`config.mk`:
```
export PLATFORM = sky130hd
export DESIGN_NAME = vid_dram_seq
export DESIGN_NICKNAME = d
export VERILOG_FILES = /design/src/rtl/vds_pkg.sv /design/src/rtl/vds_slot_ring.sv /design/src/rtl/vds_scr_ptr.sv /design/src/rtl/vds_nib_pack.sv /design/src/rtl/vid_dram_seq.sv
export SDC_FILE = /design/constraint.sdc
export NUM_CORES = 1
export LEC_CHECK = 0
export ABC_AREA = 1
export BUFFER_PORTS_ARGS = -buffer_cell sky130_fd_sc_hd__buf_2
export CAP_MARGIN = 5
export CORE_MARGIN = 8
export CORE_UTILIZATION = 25
export DETAILED_ROUTE_END_ITERATION = 10
export PLACE_DENSITY_LB_ADDON = 0.12
export REMOVE_ABC_BUFFERS = 1
export SYNTH_ARGS = -nofsm -noshare
export SYNTH_HDL_FRONTEND = slang
export SYNTH_SLANG_ARGS = --single-unit
export TNS_END_PERCENT = 30
```
`constraint.sdc`:
```
create_clock -name clk -period 5.6 [get_ports clk]
set_input_delay 1.12 -clock clk [delete_from_list [all_inputs] [get_ports clk]]
set_output_delay 1.12 -clock clk [all_outputs]
set_load 0.02 [all_outputs]
```
`src/rtl/vds_pkg.sv`:
```
package vds_pkg;
   // slot numbers of the access ring; the order is the DRAM protocol
   localparam int SLOT_N     = 8;
   localparam int SL_ROW     = 0;
   localparam int SL_RAS     = 1;
   localparam int SL_CAS_HI  = 2;
   localparam int SL_GET_HI  = 3;
   localparam int SL_COL_LO  = 4;
   localparam int SL_CAS_LO  = 5;
   localparam int SL_GET_LO  = 6;
   localparam int SL_IDLE    = 7;
endpackage

```
`src/rtl/vds_slot_ring.sv`:
```
module vds_slot_ring #(
   parameter int N    = 8,
   parameter int INIT = 7
) (
   input  logic         clk,
   input  logic         rst_n,
   output logic [N-1:0] slot
);
   localparam logic [N-1:0] INIT_V = N'(1) << INIT;

   if (INIT >= N) begin : g_bad_init
      $error("ring start slot outside the ring");
   end

   always_ff @(posedge clk) begin
      if (!rst_n) slot <= INIT_V;
      else        slot <= {slot[N-2:0], slot[N-1]};
   end
endmodule

```
`src/rtl/vds_scr_ptr.sv`:
```
module vds_scr_ptr #(
   parameter int AW    = 16,
   parameter int LINES = 8,
   parameter int TOP   = 32768
) (
   input  logic          clk,
   input  logic          rst_n,
   input  logic          load,
   input  logic          line_step,
   input  logic          byte_step,
   input  logic [AW-1:0] base_a,
   input  logic [AW-1:0] wrap_sz,
   output logic [AW-1:0] ptr
);
   localparam int LW = $clog2(LINES);

   logic [AW-1:0] line_base;
   logic [LW-1:0] lin, lin_nx;
   logic [AW-1:0] step_raw, step_w, byte_raw, byte_w;

   function automatic logic [AW-1:0] wrapf(input logic [AW-1:0] a, input logic [AW-1:0] sz);
      return (a >= AW'(TOP)) ? a - sz : a;
   endfunction

   always_comb begin
      lin_nx   = lin + 1'b1;
      step_raw = (lin_nx == '0) ? ptr - AW'(LINES - 1) : line_base + AW'(1);
      step_w   = wrapf(step_raw, wrap_sz);
      byte_raw = ptr + AW'(LINES);
      byte_w   = wrapf(byte_raw, wrap_sz);
   end

   always_ff @(posedge clk) begin
      if (!rst_n) begin
         ptr       <= '0;
         line_base <= '0;
         lin       <= '0;
      end else if (load) begin
         ptr       <= base_a;
         line_base <= base_a;
         lin       <= '0;
      end else if (line_step) begin
         ptr       <= step_w;
         line_base <= step_w;
         lin       <= lin_nx;
      end else if (byte_step) begin
         ptr       <= byte_w;
      end
   end
endmodule

```
`src/rtl/vds_nib_pack.sv`:
```
module vds_nib_pack #(
   parameter int NW = 4
) (
   input  logic          clk,
   input  logic          rst_n,
   input  logic          take_hi,
   input  logic          take_lo,
   input  logic          to_disp,
   input  logic [NW-1:0] nib,
   output logic [2*NW-1:0] pix_byte,
   output logic          pix_valid,
   output logic [2*NW-1:0] cpu_rdata
);
   logic [NW-1:0] hi_q;

   always_ff @(posedge clk) begin
      if (!rst_n) begin
         hi_q      <= '0;
         pix_byte  <= '0;
         cpu_rdata <= '0;
         pix_valid <= 1'b0;
      end else begin
         pix_valid <= take_lo && to_disp;
         if (take_hi) hi_q <= nib;
         if (take_lo) begin
            if (to_disp) pix_byte  <= {hi_q, nib};
            else         cpu_rdata <= {hi_q, nib};
         end
      end
   end
endmodule

```
`src/rtl/vid_dram_seq.sv`:
```
module vid_dram_seq
   import vds_pkg::*;
#(
   parameter int ADDR_W     = 16,
   parameter int NIB_W      = 4,
   parameter int COL_BITS   = 7,
   parameter int LINES      = 8,
   parameter int MAX_BPL    = 80,
   parameter int TALL_ROWS  = 32,
   parameter int SHORT_ROWS = 25,
   parameter int TOP_ADDR   = 32768,
   parameter int ALIGN      = 256,
   parameter int SEL_W      = 2,
   parameter bit STROBE_LOW = 1'b0,
   localparam int RA_W      = ADDR_W - COL_BITS,
   localparam int BYTE_W    = 2 * NIB_W
) (
   input  logic              clk,
   input  logic              rst_n,
   input  logic [SEL_W-1:0]  cfg_bpl_sel,
   input  logic              cfg_short_rows,
   input  logic              nmi_busy,
   input  logic              pix_window,
   input  logic              row_gap,
   input  logic              frame_start,
   input  logic              line_step,
   input  logic [ADDR_W-1:0] cpu_addr,
   input  logic [NIB_W-1:0]  ram_nib,
   output logic [RA_W-1:0]   ram_addr,
   output logic              row_sel,
   output logic              col_sel,
   output logic [BYTE_W-1:0] pix_byte,
   output logic              pix_valid,
   output logic [BYTE_W-1:0] cpu_rdata
);
   localparam int DIV_W = (1 << SEL_W) - 1;

   if (RA_W < COL_BITS + 1) begin : g_bad_ra
      $error("DRAM address too narrow for the column field");
   end
   if (LINES < 2 || (LINES & (LINES - 1)) != 0) begin : g_bad_lines
      $error("lines per row must be a power of two");
   end
   if (TOP_ADDR >= (1 << ADDR_W) || (ALIGN & (ALIGN - 1)) != 0) begin : g_bad_top
      $error("screen top or alignment out of range");
   end

   logic [SLOT_N-1:0] slot;
   logic [ADDR_W-1:0] bpl_v, rows_v, used_v, base_v, wrap_v;
   logic [ADDR_W-1:0] scr_ptr, acc_addr;
   logic [DIV_W:0]    span;
   logic [DIV_W-1:0]  div_mask, div_q;
   logic              fetch_due, take_disp;
   logic              ras_act, cas_act;
   logic [RA_W-1:0]   row_a, col0_a, col1_a;

   vds_slot_ring #(.N(SLOT_N), .INIT(SL_IDLE)) u_ring (
      .clk (clk), .rst_n (rst_n), .slot (slot)
   );

   // screen geometry from the mode selects
   always_comb begin
      bpl_v    = ADDR_W'(MAX_BPL) >> cfg_bpl_sel;
      rows_v   = cfg_short_rows ? ADDR_W'(SHORT_ROWS) : ADDR_W'(TALL_ROWS);
      used_v   = bpl_v * ADDR_W'(LINES) * rows_v;
      base_v   = (ADDR_W'(TOP_ADDR) - used_v) & ~ADDR_W'(ALIGN - 1);
      wrap_v   = ADDR_W'(TOP_ADDR) - base_v;
      span     = (DIV_W+1)'(1) << cfg_bpl_sel;
      div_mask = DIV_W'(span - 1'b1);
   end

   assign fetch_due = !nmi_busy && (div_q == '0) && pix_window && !row_gap;

   // source choice and fetch divider, both stepped at the end of slot 7
   always_ff @(posedge clk) begin
      if (!rst_n) begin
         div_q     <= '0;
         take_disp <= 1'b0;
         acc_addr  <= '0;
      end else begin
         if (frame_start || line_step) div_q <= '0;
         else if (slot[SL_IDLE])       div_q <= DIV_W'(div_q + 1'b1) & div_mask;
         if (slot[SL_IDLE]) begin
            take_disp <= fetch_due;
            acc_addr  <= fetch_due ? scr_ptr : cpu_addr;
         end
      end
   end

   vds_scr_ptr #(.AW(ADDR_W), .LINES(LINES), .TOP(TOP_ADDR)) u_ptr (
      .clk       (clk),
      .rst_n     (rst_n),
      .load      (frame_start),
      .line_step (line_step),
      .byte_step (take_disp && slot[SL_GET_LO]),
      .base_a    (base_v),
      .wrap_sz   (wrap_v),
      .ptr       (scr_ptr)
   );

   // address multiplexing per slot
   always_comb begin
      row_a   = acc_addr[ADDR_W-1:COL_BITS];
      col0_a  = RA_W'({acc_addr[COL_BITS-1:0], 1'b0});
      col1_a  = RA_W'({acc_addr[COL_BITS-1:0], 1'b1});
      ras_act = slot[SL_RAS] | slot[SL_CAS_HI] | slot[SL_GET_HI]
              | slot[SL_COL_LO] | slot[SL_CAS_LO] | slot[SL_GET_LO];
      cas_act = slot[SL_CAS_HI] | slot[SL_GET_HI] | slot[SL_CAS_LO] | slot[SL_GET_LO];
      if (slot[SL_ROW] | slot[SL_IDLE])                       ram_addr = row_a;
      else if (slot[SL_RAS] | slot[SL_CAS_HI] | slot[SL_GET_HI]) ram_addr = col0_a;
      else                                                    ram_addr = col1_a;
   end

   if (STROBE_LOW) begin : g_strobe_low
      assign row_sel = ~ras_act;
      assign col_sel = ~cas_act;
   end else begin : g_strobe_high
      assign row_sel = ras_act;
      assign col_sel = cas_act;
   end

   vds_nib_pack #(.NW(NIB_W)) u_pack (
      .clk       (clk),
      .rst_n     (rst_n),
      .take_hi   (slot[SL_GET_HI]),
      .take_lo   (slot[SL_GET_LO]),
      .to_disp   (take_disp),
      .nib       (ram_nib),
      .pix_byte  (pix_byte),
      .pix_valid (pix_valid),
      .cpu_rdata (cpu_rdata)
   );
endmodule

```
Word level (Yosys, flattened, before mapping)
Cells that the tools add are included.
{"block": "totals", "reg_bits": 84, "inputBits": 30, "out_inout_bits": 28, "elab_cells": 68}
{"block": "classes", "add_sub_neg": 10, "n_mul": 1, "magnitude_cmp": 2, "shifts": 2, "muxes": 12, "bitwise": 12, "n_reduce_logical": 16}
{"cell": "$mux W16", "count": 9}
{"cell": "$ge A16 B16 Y1 const B", "count": 2}
{"cell": "$sub A16 B16 Y16", "count": 2}
{"cell": "$sub A16 B16 Y16 const A", "count": 2}
{"cell": "$add A16 B1 Y16 const B", "count": 1}
{"cell": "$add A16 B4 Y16 const B", "count": 1}
{"cell": "$sub A16 B3 Y16 const B", "count": 1}
{"cell": "$mul A13 B6 Y13", "count": 1}
{"cell": "$shr A7 B2 Y13 const A", "count": 1}
{"cell": "$mux W9", "count": 1}
{"cell": "$or A1 B1 Y1", "count": 9}
{"cell": "$add A3 B1 Y3 const B", "count": 2}
{"cell": "$logic_not A3 Y1", "count": 2}
{"cell": "$mux W6", "count": 1}
{"cell": "$logic_and A1 B1 Y1", "count": 4}
{"cell": "$reduce_and A2 Y1", "count": 2}
{"cell": "$reduce_bool A2 Y1", "count": 2}
{"cell": "$reduce_or A2 Y1", "count": 2}
{"cell": "$and A3 B3 Y3", "count": 1}
{"cell": "$reduce_bool A3 Y1", "count": 1}
{"cell": "$shl A1 B2 Y3 const A", "count": 1}
{"cell": "$sub A3 B1 Y3 const B", "count": 1}
{"cell": "$logic_not A1 Y1", "count": 2}
{"cell": "$not A1 Y1", "count": 2}
{"cell": "other kinds (2)", "count": 2}

Logic depth before layout (Yosys ltp)
{"block": "logic_depth", "ltp_word": 9, "mapped_depth": 28, "ltp_nobuf": 28}

Modules after synthesis
Synthesis repeated with hierarchy kept, for this count alone.
{"block": "hier_totals", "cells_unflattened": 1221, "hier_area_um2": 7777.5}
{"module": "vds_scr_ptr", "n_inst": 1, "cells_each": 753, "area_each_um2": 4539.4, "seq_area_each_um2": 700.7}
{"module": "vid_dram_seq", "n_inst": 1, "cells_each": 340, "area_each_um2": 2212.1, "seq_area_each_um2": 400.4}
{"module": "vds_nib_pack", "n_inst": 1, "cells_each": 103, "area_each_um2": 800.8, "seq_area_each_um2": 420.4}
{"module": "vds_slot_ring", "n_inst": 1, "cells_each": 25, "area_each_um2": 225.2, "seq_area_each_um2": 160.2}

Worst setup path before layout
OpenSTA, ideal clock, no wires.
{"block": "synth_timing", "path_type": "input-to-reg", "startpoint": "input cfg_bpl_sel[0]", "endpoint": "register u_ptr.ptr[13]", "setup_time_ns": 0.111, "arrival_ns": 5.106, "required_ns": 5.489, "setup_slack_ns": 0.383, "path_stages": 23, "path_buffers": 0, "cell_sequence": "inv_1 ha_1 inv_1 fa_1 inv_1 ha_1 ha_1 fa_1 inv_1 nand2_1 nand2_1 xor2_1 ha_1 nand2_1 o21ai_0 a21oi_1 o21ai_0 xnor2_1 nand2_1 a21oi_1 nand3_1 nand3_1 inv_1"}
{"block": "synth_via", "elab_chain_cells": 9, "word_cells_on_any_way": 11, "classes_between": "4 x add/sub; 1 x mul; 1 x shift; 5 x mux"}
{"element": "start, declared", "line_no": "vid_dram_seq.sv:20", "rtl": "input logic [SEL_W-1:0] cfg_bpl_sel,"}
{"element": "$shr A7 B2 Y13 (*)", "line_no": "vid_dram_seq.sv:63", "rtl": "bpl_v = ADDR_W'(MAX_BPL) >> cfg_bpl_sel;"}
{"element": "$mul A13 B6 Y13 (*)", "line_no": "vid_dram_seq.sv:65", "rtl": "used_v = bpl_v * ADDR_W'(LINES) * rows_v;"}
{"element": "$sub A16 B16 Y16 (*)", "line_no": "vid_dram_seq.sv:66", "rtl": "base_v = (ADDR_W'(TOP_ADDR) - used_v) & ~ADDR_W'(ALIGN - 1);"}
{"element": "$sub A16 B16 Y16", "line_no": "vid_dram_seq.sv:67", "rtl": "wrap_v = ADDR_W'(TOP_ADDR) - base_v;"}
{"element": "$sub A16 B16 Y16", "line_no": "vds_scr_ptr.sv:22", "rtl": "return (a >= AW'(TOP)) ? a - sz : a;"}
{"element": "$mux W16", "line_no": "vds_scr_ptr.sv:22"}
{"element": "$mux W16", "line_no": "vds_scr_ptr.sv:46", "rtl": "end else if (byte_step) begin"}
{"element": "$mux W16", "line_no": "vds_scr_ptr.sv:42", "rtl": "end else if (line_step) begin"}
{"element": "$mux W16 (*)", "line_no": "vds_scr_ptr.sv:38", "rtl": "end else if (load) begin"}
{"element": "end signal, assigned", "line_no": "vds_scr_ptr.sv:39", "rtl": "ptr <= base_a;"}
{"element": "end signal, assigned", "line_no": "vds_scr_ptr.sv:43", "rtl": "ptr <= step_w;"}
{"element": "end signal, assigned", "line_no": "vds_scr_ptr.sv:47", "rtl": "ptr <= byte_w;"}
{"element": "end, declared", "line_no": "vds_scr_ptr.sv:13", "rtl": "output logic [AW-1:0] ptr"}
Mark *: on every way between the ends. The rest lies on a longest branch, timed or not. The select of a mux whose other input is x is not followed.
A chain may end at the register's enable or synchronous reset.

Final worst setup path
{"block": "layout_timing", "startpoint": "input cfg_bpl_sel[0]", "endpoint": "register u_ptr.ptr[14]"}
The elaborated chain is that of the path after synthesis.

==> key figures <==
Critical path
  – Reg-to-Reg Start: u_ptr.lin[0]$_SDFFE_PP0P_
  – Critical Path End Type: flip-flop
  – RR Endpoint: u_ptr.ptr[12]$_SDFFE_PN0P_
  – Crit path from: cfg_bpl_sel[0]
  – Worst Reg2Reg Path Length in Cells: 18
  – Critical path class: primary input to flip-flop
  – WP data arrival: around 5500 ps
  – Startpoint types: primary input
  – Worst-path maximum fanout: 5
  – Reg2Reg Setup Slack: between 1500 and 2000 ps
  – Worst EP required: about 6000 ps

Finish
  – Layout area overhead: 19.8%
  – Final nets: ~1,100
  – Non-Filler Cell Area, Final: roughly 7400 um^2
  – Share of layout cells above drive strength 1: between 15 and 20%
  – Antenna diodes: 0
  – Final core utilization: ~31%

Yosys
  – Avg Cell Area, Syn: roughly 6.7 um^2
  – Compound-Gate Fraction of Synth Area: between 10% and 20%
  – Yosys warnings: 0
  – Synth Instances: 928
  – Post-Syn Area: between 6000 and 7000 um^2
  – Synth async-reset ratio: 0%
  – Main synth FF type: dfxtp_1
  – Main combinational cell family by area after synthesis: simple AND/OR/NAND/NOR gates
  – Simple-gate share of the synthesized area: ~30%
  – Area contributors post-synth: dfxtp_1 27%, nand2_1 12%, ha_1 9.3%
  – Post-synthesis mux area share: ~1.3%
  – Synth Register Bits: between 80 and 90
  – Post-synth EDFFs: 0
  – Biggest area consumer among synthesized cells: dfxtp_1
  – Post-synthesis xor/xnor area fraction: ~4.2%
  – Netlist cell types: between 40 and 50
  – Seq/Total Area, Yosys: a little over a quarter
  – Adder-Cell Fraction of Synth Area: between 10% and 20%
  – Top-area cell type share of the netlist area: ~27%

Floorplanning
  – Core area: between 20,000 and 25,000 um^2
  – Die area: 30,100 um^2
  – Cell Rows: 57
  – Starting Density: between 20% and 30%
  – Die span in x: between 150 and 200 um
  – Chip height: ~170 um
  – Number of I/O pins: 58

Clock tree
  – Worst-case clock buffer depth: 2
  – Root Driver: clkbuf_16
  – Post-CTS Hold Fix Bufs: 0
  – Worst skew pair latency: around 350 ps
  – Clock sink count: 84
  – Num CTS Buffers: 9
  – CTS tree: yes
  – Clk slew on worst S/H paths: approximately 80 ps
  – H-tree Lvls: 3

STA
  – Worst Slack Setup Final: ~340 ps
  – Clk_skew: about 13 ps
  – Slew Limit Headroom: approximately 35%
  – # setup viols final: 0
  – Worst slew pin tran: approximately 1000 ps
  – Final hold slack: just over 400 ps
  – Final hold vios: 0
  – Max Slew Vio Count: 0
  – Period utilization: 93.9%
  – Max Freq: 190 MHz
  – RSZ-0062 raised after global routing: yes
  – Post-layout min period: approximately 5300 ps

Hold path
  – Hold Path Cell Cnt: 2
  – Hold_sp: u_ring.slot[4]$_SDFF_PN0_
  – Worst hold path class: flip-flop to flip-flop
  – Hold Path End: u_ring.slot[5]$_SDFF_PN0_

Placed design
  – Port buffer count: 57
  – Placed inst area: between 7000 and 8000 um^2
  – HPWL reported at the end of detailed placement: 15.2 mm
  – Setup WS pre-CTS: -152 ps
  – RD Place Congestion: between 0.7 and 0.8

Drt
  – Drt total wl: roughly 19 mm
  – Drt drc: 0
  – Avg WL per Cell: 14.3 um
  – 1st-iter DRT viols: 284
  – Vias/cell: 4.49
  – Drt pass-1 iters: 5
  – Final ANT Viol Nets: 0
  – DR vias: 6,014

Global route
  – Largest net degree at the start of global routing: 57
  – GRT overflow: 0
  – First-pass GRT wire length: around 31 mm
  – Total track usage: around an eighth
  – Vias in the first global route: just under 6,000
  – Initial antenna violation count: 0

Pwr
  – Pwr Total: about 0.002 W
  – Leakage power: 3.80 nW
  – Worst vdd ir: ~0.12 mV
  – PD cells: roughly 260 nW/um^2

Run
  – MaxCap Viol Count: 0

Run status
  – Status: complete, no violations
## flip-flops by register name (all words and copies together), names as in the netlist, named ones only
signal / count
acc_addr: 16
u_ptr.line_base: 16
u_ptr.ptr: 13
u_pack.cpu_rdata: 8
u_pack.pix_byte: 8
u_ring.slot: 8
u_pack.hi_q: 4
div_q: 3
u_ptr.lin: 3
take_disp: 1
u_pack.pix_valid: 1
## per-stage QoR
| stage | cells | setup TNS (ps) |
|---|---|---|
| 4_1_cts | 1336 | 0 |
| 3_3_place_gp | 1320 | -185 |
| 2_1_floorplan | 900 | 0 |
| 6_report | 1338 | 0 |
| 5_1_grt | 1338 | -8.87 |
| 3_5_place_dp | 1320 | -273 |
## routing by layer
| layer | track usage [%] | vias to the layer above | part of all wire (%) |
|---|---|---|---|
| li1 | - | 3190 | - |
| met1 | 17.7 | 2721 | 51 |
| met2 | 20.0 | 91 | 45 |
| met3 | 2.03 | 12 | 2.8 |
| met4 | 2.44 | 0 | 0.75 |
| met5 | 0 | - | 0 |
## kinds of logic (layout without fill, tap and decap cells)
logic type | count (synthesis) | after routing
simple gates | 418 | 418
mux | 7 | 7
other cells | 2 | 2
xor+xnor | 30 | 30
flops | 84 | 84
buf+inv | 166 | 252
fa+ha+maj | 52 | 52
compound gates | 169 | 169
## final cells by class
class                           count  area, um^2
Fill cell                        2674       16900
Multi-Input combinational cell    678        3930
Sequential cell                    84        1680
Timing Repair Buffer               98         593
Inverter                          138         518
Tap cell                          324         405
Clock buffer                        9         225
Clock inverter                      7        76.3
## report_power, final
part	switching [W]	internal, W
Combinational	0.000398	0.000286
Sequential	0.0000274	0.000624
Clock	0.000291	0.000317
Total	0.000716	0.00123
## cell usage after synthesis, types with 9 or more instances
master and instances:
a21oi_1 39, clkbuf_1 21, o211ai_1 32, o21ai_0 66
a31oi_1 9, nor3_1 11, xor2_1 23, dfxtp_1 84
nand2_2 11, nor2_1 103, nand2_1 201, inv_1 129
nand4_1 10, ha_1 46, nand3_1 53
## critical path, cell delays in order
cell and delay [ps]:
buf_2 130, inv_1 90, nor2_1 50, o21ai_0 150, inv_1 60, ha_1 300, fa_1 460, ha_1 300
ha_1 230, fa_2 580, inv_1 60, buf_4 120, nand2_1 60, nand2_2 100, nor2_4 130, xnor2_2 150
ha_1 330, a21oi_1 210, nand2_1 70, nand2_1 80, nand2_1 60, a21oi_1 170, xnor2_1 100, o21ai_0 160
nand4_1 110, nand2_1 80, inv_1 30
## repair_timing
action,in CTS,in global routing
gates resized for setup,0,9
endpoints found under the setup margin,0,5
buffers inserted,0,2
## cell usage in the layout, fill, tap and decap left out, drive strengths merged, types with 9 or more instances in the layout
master and count:
clkbuf 9, dfxtp 84, a31oi 9, buf 98, nand3 56, nand2 215
o21ai 69, inv 138, ha 46, nor2 111, nor3 12, nand4 12
a21oi 39, o211ai 32, xor2 23
## worst max-delay path by stage
stage / end / slack (ps) / cells past startpoint
global route: u_ptr.line_base[15]$_SDFFE_PN0P_ / -9 / 26
CTS: u_ptr.ptr[14]$_SDFFE_PN0P_ / 210 / 27
global placement: u_ptr.ptr[14]$_SDFFE_PN0P_ / -180 / 27
detailed placement: u_ptr.ptr[14]$_SDFFE_PN0P_ / -150 / 27
floorplan: u_ptr.ptr[13]$_SDFFE_PN0P_ / 390 / 23
finish: u_ptr.ptr[14]$_SDFFE_PN0P_ / 340 / 27
(Power assumes the default switching activity.)
